===== config.mk =====
export PLATFORM = sky130hd
export DESIGN_NAME = rw_bus_mode_ctl
export DESIGN_NICKNAME = d
export VERILOG_FILES = /design/src/rtl/rwm_pkg.sv /design/src/rtl/rwm_occ_cmp.sv /design/src/rtl/rwm_turnaround.sv /design/src/rtl/rwm_burst_tally.sv /design/src/rtl/rw_bus_mode_ctl.sv
export SDC_FILE = /design/constraint.sdc
export NUM_CORES = 1
export LEC_CHECK = 0
export ABC_AREA = 1
export BUFFER_PORTS_ARGS = -buffer_cell sky130_fd_sc_hd__buf_2
export CORE_AREA = 4 4 48 50
export DETAILED_ROUTE_END_ITERATION = 16
export DIE_AREA = 0 0 52 54
export PLACE_DENSITY = 0.71
export SLEW_MARGIN = 20
export SYNTH_ARGS = -nofsm -noshare
export SYNTH_HDL_FRONTEND = slang
export SYNTH_SLANG_ARGS = --single-unit
export TNS_END_PERCENT = 10

===== constraint.sdc =====
create_clock -name clk -period 3.1 [get_ports clk]
set_clock_uncertainty 0.15 [all_clocks]
set_input_delay 0.155 -clock clk [delete_from_list [all_inputs] [get_ports clk]]
set_output_delay 0.155 -clock clk [all_outputs]
set_load 0.05 [all_outputs]

===== src/rtl/rwm_pkg.sv =====
package rwm_pkg;

    typedef enum logic {
        BUS_RD = 1'b0,
        BUS_WR = 1'b1
    } bus_mode_e;

    typedef struct packed {
        logic wq_empty;
        logic rq_empty;
        logic above_lo;
        logic below_lo;
        logic at_hi;
    } occ_flags_t;

    function automatic int unsigned pct_mark(input int unsigned depth, input int unsigned pct);
        return (depth * pct) / 100;
    endfunction

endpackage


===== src/rtl/rwm_occ_cmp.sv =====
module rwm_occ_cmp
    import rwm_pkg::*;
#(
    parameter int WQ_W    = 6,
    parameter int RQ_W    = 6,
    parameter int HI_MARK = 27,
    parameter int LO_MARK = 16
) (
    input  logic [RQ_W-1:0] rd_count,
    input  logic [WQ_W-1:0] wr_count,
    output occ_flags_t      flags
);
    localparam logic [WQ_W-1:0] HI_V = HI_MARK[WQ_W-1:0];
    localparam logic [WQ_W-1:0] LO_V = LO_MARK[WQ_W-1:0];

    always_comb begin
        flags.wq_empty = (wr_count == '0);
        flags.rq_empty = (rd_count == '0);
        flags.above_lo = (wr_count > LO_V);
        flags.below_lo = (wr_count < LO_V);
        flags.at_hi    = (wr_count >= HI_V);
    end
endmodule


===== src/rtl/rwm_turnaround.sv =====
module rwm_turnaround #(
    parameter int WTR_CYC = 4
) (
    input  logic clk,
    input  logic rst,
    input  logic load,
    output logic busy
);
    generate
        if (WTR_CYC == 0) begin : g_none
            assign busy = 1'b0;
        end else begin : g_cnt
            localparam int TW = $clog2(WTR_CYC + 1);
            localparam logic [TW-1:0] LOAD_V = WTR_CYC[TW-1:0];
            logic [TW-1:0] remain;

            always_ff @(posedge clk) begin
                if (rst)
                    remain <= '0;
                else if (load)
                    remain <= LOAD_V;
                else if (remain != '0)
                    remain <= remain - 1'b1;
            end

            assign busy = (remain != '0);
        end
    endgenerate
endmodule


===== src/rtl/rwm_burst_tally.sv =====
module rwm_burst_tally #(
    parameter int MIN_WR_SWITCH = 16
) (
    input  logic clk,
    input  logic rst,
    input  logic clear,
    input  logic inc,
    output logic hit_next
);
    localparam int CW = $clog2(MIN_WR_SWITCH + 1);
    localparam logic [CW-1:0] MAX_V = MIN_WR_SWITCH[CW-1:0];
    localparam logic [CW-1:0] NEAR_V = MAX_V - 1'b1;

    logic [CW-1:0] tally;

    always_ff @(posedge clk) begin
        if (rst || clear)
            tally <= '0;
        else if (inc && tally != MAX_V)
            tally <= tally + 1'b1;
    end

    // true when the write completing now reaches the minimum
    assign hit_next = (tally >= NEAR_V);
endmodule


===== src/rtl/rw_bus_mode_ctl.sv =====
module rw_bus_mode_ctl
    import rwm_pkg::*;
#(
    parameter int WQ_DEPTH      = 32,
    parameter int RQ_DEPTH      = 32,
    parameter int HI_PCT        = 85,
    parameter int LO_PCT        = 50,
    parameter int MIN_WR_SWITCH = 16,
    parameter int WTR_CYC       = 4,
    localparam int WQ_W         = $clog2(WQ_DEPTH + 1),
    localparam int RQ_W         = $clog2(RQ_DEPTH + 1)
) (
    input  logic            clk,
    input  logic            rst,
    input  logic [RQ_W-1:0] rd_count,
    input  logic [WQ_W-1:0] wr_count,
    input  logic            drain_req,
    input  logic            wr_done,
    output logic            mode_wr,
    output logic            turn_busy,
    output logic            wr_grant,
    output logic            rd_grant
);
    localparam int HI_MARK = int'(pct_mark(WQ_DEPTH, HI_PCT));
    localparam int LO_MARK = int'(pct_mark(WQ_DEPTH, LO_PCT));

    bus_mode_e  mode_q;
    occ_flags_t occ;
    logic       go_write;
    logic       leave_write;
    logic       tally_hit;
    logic       tally_inc;

    rwm_occ_cmp #(
        .WQ_W(WQ_W), .RQ_W(RQ_W), .HI_MARK(HI_MARK), .LO_MARK(LO_MARK)
    ) u_occ (
        .rd_count(rd_count), .wr_count(wr_count), .flags(occ)
    );

    rwm_burst_tally #(.MIN_WR_SWITCH(MIN_WR_SWITCH)) u_tally (
        .clk(clk), .rst(rst), .clear(leave_write), .inc(tally_inc), .hit_next(tally_hit)
    );

    rwm_turnaround #(.WTR_CYC(WTR_CYC)) u_wtr (
        .clk(clk), .rst(rst), .load(leave_write), .busy(turn_busy)
    );

    always_comb begin
        go_write = (mode_q == BUS_RD) && !occ.wq_empty &&
                   (occ.at_hi || (occ.rq_empty && (occ.above_lo || drain_req)));
        leave_write = (mode_q == BUS_WR) &&
                      (occ.wq_empty ||
                       (wr_done && ((occ.below_lo && !drain_req) ||
                                    (!occ.rq_empty && tally_hit))));
        tally_inc = (mode_q == BUS_WR) && wr_done && !leave_write;
        wr_grant  = (mode_q == BUS_WR) && !occ.wq_empty;
        rd_grant  = (mode_q == BUS_RD) && !turn_busy && !occ.rq_empty && !go_write;
    end

    always_ff @(posedge clk) begin
        if (rst)
            mode_q <= BUS_RD;
        else if (go_write)
            mode_q <= BUS_WR;
        else if (leave_write)
            mode_q <= BUS_RD;
    end

    assign mode_wr = (mode_q == BUS_WR);
endmodule


# Word-level counts from Yosys, hierarchy flattened
# Index checks and enable logic that the tools add are counted.
# totals
regBits,9
latch_bits,0
ram_bits,0
rom_bits,0
output_inout_bits,4
wordCells,47
mem_count,0
# op_classes
add_sub_neg,2
n_mul,0
div_mod_pow,0
magnitude_cmp,4
n_eq_ne,1
n_shift,0
n_mux,4
bitwise_logic,1
reduce_logical,31
# op_table
cell,n
1-bit logical AND,14
6-bit zero test,2
6-bit by 5-bit greater-or-equal comparator with 1-bit output (second input constant),1
6-bit by 5-bit greater-than comparator with 1-bit output (second input constant),1
1-bit zero test,6
6-bit by 5-bit < comparator with 1-bit output (second input constant),1
3-bit 2-to-1 mux,2
5-bit by 1-bit adder with 5-bit output (second input constant),1
5-bit by 4-bit greater-or-equal comparator with 1-bit output (second input constant),1
1-bit logical OR,5
5-bit != test (second input constant),1
2-bit nonzero test,2
3-bit nonzero test,1
3-bit by 1-bit subtractor with 3-bit output (second input constant),1
1-bit 2-to-1 mux,2
2-bit OR reduction,1
1-bit inverter,1

# Depth between registers and ports, before layout
# logic_depth
word_depth,10
mapped_depth,13

# By module
# A second synthesis with hierarchy kept.
# hier_totals
hier_cells,117
hier_area_um2,714.4
# modules_own_cells
mod,instances,cells_per_inst,area_per_inst_um2
rwm_burst_tally,1,47,331.6
rwm_turnaround,1,26,175.2
rw_bus_mode_ctl,1,23,123.9
rwm_occ_cmp,1,21,83.8

# Least setup slack after synthesis
# No wires, ideal clock.
# synth_timing
kind,flip-flop to output port
startpoint,reg u_wtr.g_cnt.remain[0]
endpoint,out rd_grant
arrival_ns,1.557
setup_slack_ns,1.238
path_stages_with_launch,7
n_path_buf,0
path_cell_list,dfxtp_1 inv_1 ha_1 ha_1 inv_1 nor2_1 and3_1
# synth_between
elab_chain_cells,5
# synth_rtl
element,line,text
"start, declared",rwm_turnaround.sv:15,logic [TW-1:0] remain;
"start signal, assigned",rwm_turnaround.sv:23,remain <= remain - 1'b1;
3-bit nonzero test,rwm_turnaround.sv:26,assign busy = (remain != '0);
via turn_busy,rw_bus_mode_ctl.sv:20,"output logic turn_busy,"
1-bit zero test,rw_bus_mode_ctl.sv:57,rd_grant = (mode_q == BUS_RD) && !turn_busy && !occ.rq_empty && !go_write;
1-bit logical AND (3 in a row),rw_bus_mode_ctl.sv:57,
"end, declared",rw_bus_mode_ctl.sv:22,output logic rd_grant
# The timed path passes the listed nets, and every way through them passes these cells.

# Final worst setup path
# layout_timing
startpoint,reg u_wtr.g_cnt.remain[0]
endpoint,out rd_grant
# layout_between
elab_chain_cells,5
# layout_rtl
element,line
3-bit nonzero test,rwm_turnaround.sv:26
1-bit zero test,rw_bus_mode_ctl.sv:57
1-bit logical AND (3 in a row),rw_bus_mode_ctl.sv:57
# No other way between the ends.

==> run summary <==
The number of enable flip-flop cells after synthesis came out at 0. The adder and majority gate portion of the synthesized area is between 10% and 20%. The number of sinks driven by the clock tree came out at 9.

Row generation in the floorplan step produced 16 rows. In the synthesized netlist the dominant register cell turns out to be sky130_fd_sc_hd__dfxtp_1. The largest net degree at the start of global routing is 9. 0 antenna diodes ended up in the layout.

The Yosys warning count came out at 0. sky130_fd_sc_hd__nand2_1 is the most common cell in the netlist. The via count is around 650. The number of antenna violations at the first check in global routing came out at 0. The synthesized-area fraction occupied by ao, oa, aoi and oai cells is between 10% and 20%.

The relative slew slack came out at 83.21%. Summing the sequential cell areas from Yosys gives between 20% and 30% of the chip area. In the synthesized netlist, the number of instances is approximately 100. After synthesis, the mean cell area works out to roughly 7.4 sq um. The sequential group share of total power is between 30% and 40%. The type of element launching the critical path is a register. Once the floorplan was initialized, standard cells occupied between 30% and 40% of the core. Of the total synthesized cell area, the portion taken by XOR and XNOR cells is 2.414%. Before CTS, the worst setup slack after placement is 1.279 ns. Yosys mapped the design onto 22 distinct sky130hd cell types. At the end of routability-driven placement, the weighted congestion stood at 0.7794. The insertion delay to the later sink of the worst-skew pair came out at roughly 0.25 ns. The share of the clock period used by the worst path is a little over three fifths. The number of setup violations in the final report came out at 0. The maximum resistive drop on vdd is between 0.0003 and 0.0004 V.

The first-iteration detailed-routing DRC count is 9. The area share of the largest cell type after synthesis is 24.83%. Net switching is ~46% of the power. The final-report max-slew violation count was 0. The tree is rooted in a sky130_fd_sc_hd__clkbuf_4. Using the TritonRoute via totals, the vias-per-cell ratio works out to 4.389. Dividing the detail-routed wire length by the instance count gives 9.617 um. The class of the tightest hold or removal check is in2reg. In the post-route analysis, the smallest setup slack over all paths is about 1.1 ns. By count the netlist is led by 18 x sky130_fd_sc_hd__nand2_1, 17 x sky130_fd_sc_hd__inv_1, 11 x sky130_fd_sc_hd__nor2_1. The largest single stage delay on the critical path is around 0.33 ns. Static timing analysis puts the maximum clock frequency at 512.5 MHz. The data arrival at the endpoint of the critical path is around 1.7 ns.

The final critical-path required period is 1.951 ns. The fraction of the mapped netlist area in simple logic gates came out at about two fifths. The number of buffer cells added on primary ports came out at 19.

In the synthesized netlist the async set-or-reset flop fraction comes to 0%. The number of buffers inserted by post-CTS setup repair is 0. The worst-margin pin slew is 0.2491 ns. The combinational family with the most area after synthesis is simple AND/OR/NAND/NOR gates. The wire-length estimate of the detail-placed layout is between 1 and 1.5 mm.

The final-report hold violation count came out at 0. After detailed routing, the number of remaining DRC violations is 0. The total CTS buffers is 3. The mux contribution to synthesized area came out at 0%. Counting flops and latches in the post-synthesis netlist gives 9. Compared with the post-synthesis result, the final layout area differs by 22.76%. The total die area came out at between 2000 and 3000 sq um. The register clock-pin slew on the reported worst setup and hold paths is ~0.06 ns. Setup repair after global routing left no endpoint under its margin. The run finished with clean final reports. The first TritonRoute pass finished after 4 iterations. The post-cts repair resize count is 0. Summed over all cells, the static leakage comes to 0.4369 nW.

By area the synthesized netlist is led by sky130_fd_sc_hd__dfxtp_1 25%, sky130_fd_sc_hd__ha_1 10%, sky130_fd_sc_hd__nand2_1 9.3%. The die outline height came out at roughly 54 um. The count of boundary I/O pins came out at 20. The area of the core region is 1902 sq um.

The maximum root-to-sink buffer count is 2. The netlist area before placement came out at a little over 700 sq um. The number of hold buffers added after CTS was 1. The critical path buffer and inverter count came out at 3. The post-detailed-routing wire length came out at between 1 and 1.5 mm. The clock network burns 18.2% of the power. The critical path class is reg2out. The total global routing overflow is 0. The wire length of the first global-routing pass is about 2.5 mm. Counting every net in the synthesized netlist gives 120. The via count of the first global-routing pass is ~650. The maximum net fanout on the critical path is 5. TritonCTS built the clock tree. The top cell type by total area after synthesis is sky130_fd_sc_hd__dfxtp_1. The net switching power is around 0.00022 W. Summing all non-filler instances in the final layout gives an area of between 800 and 900 sq um. The width of the chip came out at about 52 um. STA puts the critical path data required time at roughly 2.8 ns. The count of H-tree levels built during CTS came out at 1.

The worst setup path is captured at an output port. The critical path's top delay family is adder cells. The cell with the largest stage delay on the worst path is sky130_fd_sc_hd__dfxtp_1.

The number of routed nets with antenna violations came out at 0. Cells with a size suffix above 1 make up around a third of the layout. Dividing total power by cell area gives a power density of between 500 and 600 nW/um^2. The cell internal power dissipation is roughly 0.00026 W. The signal on the critical path passes through inv_1 > ha_1 > ha_1 > inv_1 > nor2_1 > and3_1 > buf_2. The final net count is 145. The fraction of power consumed by combinational cells is about half.

Max-cap violations in this run came to 0. The cell area after placement is approximately 850 sq um. Summed over all failing endpoints, the final setup total negative slack is 0 ns. The combined global-route utilization of all metal layers came out at 11.85%.
==> layout by cell type, fill, tap and decap left out, drive strengths merged <==
master / count
nand2: 24
buf: 19
inv: 19
nor2: 12
dfxtp: 9
a21oi: 8
nand3: 7
ha: 6
nand4: 6
clkbuf: 4
o21ai: 3
and3: 1
a31oi: 1
xnor2: 1
xor2: 1
dlygate4sd3: 1
==> path summary, 6_finish.rpt <==
check / from / end / slack [ns] / cells past startpoint
max: u_wtr.g_cnt.remain[0] / rd_grant / 1.15 / 7
min reg2reg: u_wtr.g_cnt.remain[0] / u_wtr.g_cnt.remain[0] / 0.34 / 2
max reg2reg: u_tally.tally[0] / u_wtr.g_cnt.remain[1] / 1.29 / 13
min: wr_done / mode_wr / 0.14 / 4
==> through the flow <==
step	hold WS [ns]	util (%)	instances	total power [W]
floorplan	0.06744	-	98	0.0003478
global placement	0.2049	44.93	144	0.0003973
finish	0.1370	46.84	149	0.0004880
CTS	0.1379	46.84	149	0.0004981
global route	0.1701	46.84	149	0.0005346
detailed placement	0.2039	44.93	144	0.0004059
==> power groups by stage <==
| stage | sequential [W] | combinational (W) | clock (W) |
|---|---|---|---|
| floorplan | 0.000153 | 0.000195 | 0 |
| global placement | 0.000150 | 0.000247 | 0 |
| detailed placement | 0.000152 | 0.000254 | 0 |
| CTS | 0.000149 | 0.000255 | 0.0000935 |
| global route | 0.000152 | 0.000284 | 0.0000980 |
| finish | 0.000149 | 0.000250 | 0.0000886 |
==> final cells by class <==
type	instances	area, sq um
inverter	19	71.32
multi-input combinational	70	474.2
sequential	9	180.2
fill	196	1011
clock buffer	4	26.28
timing repair buffer	20	105.1
tap	27	33.78
==> registers in the layout, summed over array words and instances, names as in the netlist <==
| name | cells |
|---|---|
| u_tally.tally | 5 |
| mode_wr | 1 |
| u_wtr.g_cnt.remain | 3 |
==> kinds of logic (layout without fill, tap and decap cells) <==
kind of cell,Yosys count,in the layout
flip-flops,9,9
buffers and inverters,19,43
AO/OA/AOI/OAI,12,12
adder cells (fa/ha/maj),6,6
XOR/XNOR,2,2
AND/OR/NAND/NOR,50,50
==> metal layers <==
| metal | global-route usage [%] | wire (um) |
|---|---|---|
| met5 | 0 | 0 |
| met4 | 8.297 | 0 |
| met3 | 2.216 | 93 |
| met2 | 21.34 | 715 |
| met1 | 12.38 | 624 |
==> worst reg2reg max path: stages, from the launching register on <==
cell and delay (ns):
sky130_fd_sc_hd__dfxtp_1 0.40, sky130_fd_sc_hd__ha_1 0.21, sky130_fd_sc_hd__inv_1 0.05, sky130_fd_sc_hd__nor2_1 0.11
sky130_fd_sc_hd__ha_1 0.15, sky130_fd_sc_hd__nor2_1 0.04, sky130_fd_sc_hd__o21ai_1 0.07, sky130_fd_sc_hd__nand2_1 0.07
sky130_fd_sc_hd__nand2_2 0.08, sky130_fd_sc_hd__nand2_4 0.09, sky130_fd_sc_hd__nand2_4 0.08, sky130_fd_sc_hd__nand2_4 0.07
sky130_fd_sc_hd__nand2_8 0.10, sky130_fd_sc_hd__nor2_2 0.04
No activity file was read; power rests on OpenSTA's default activity.
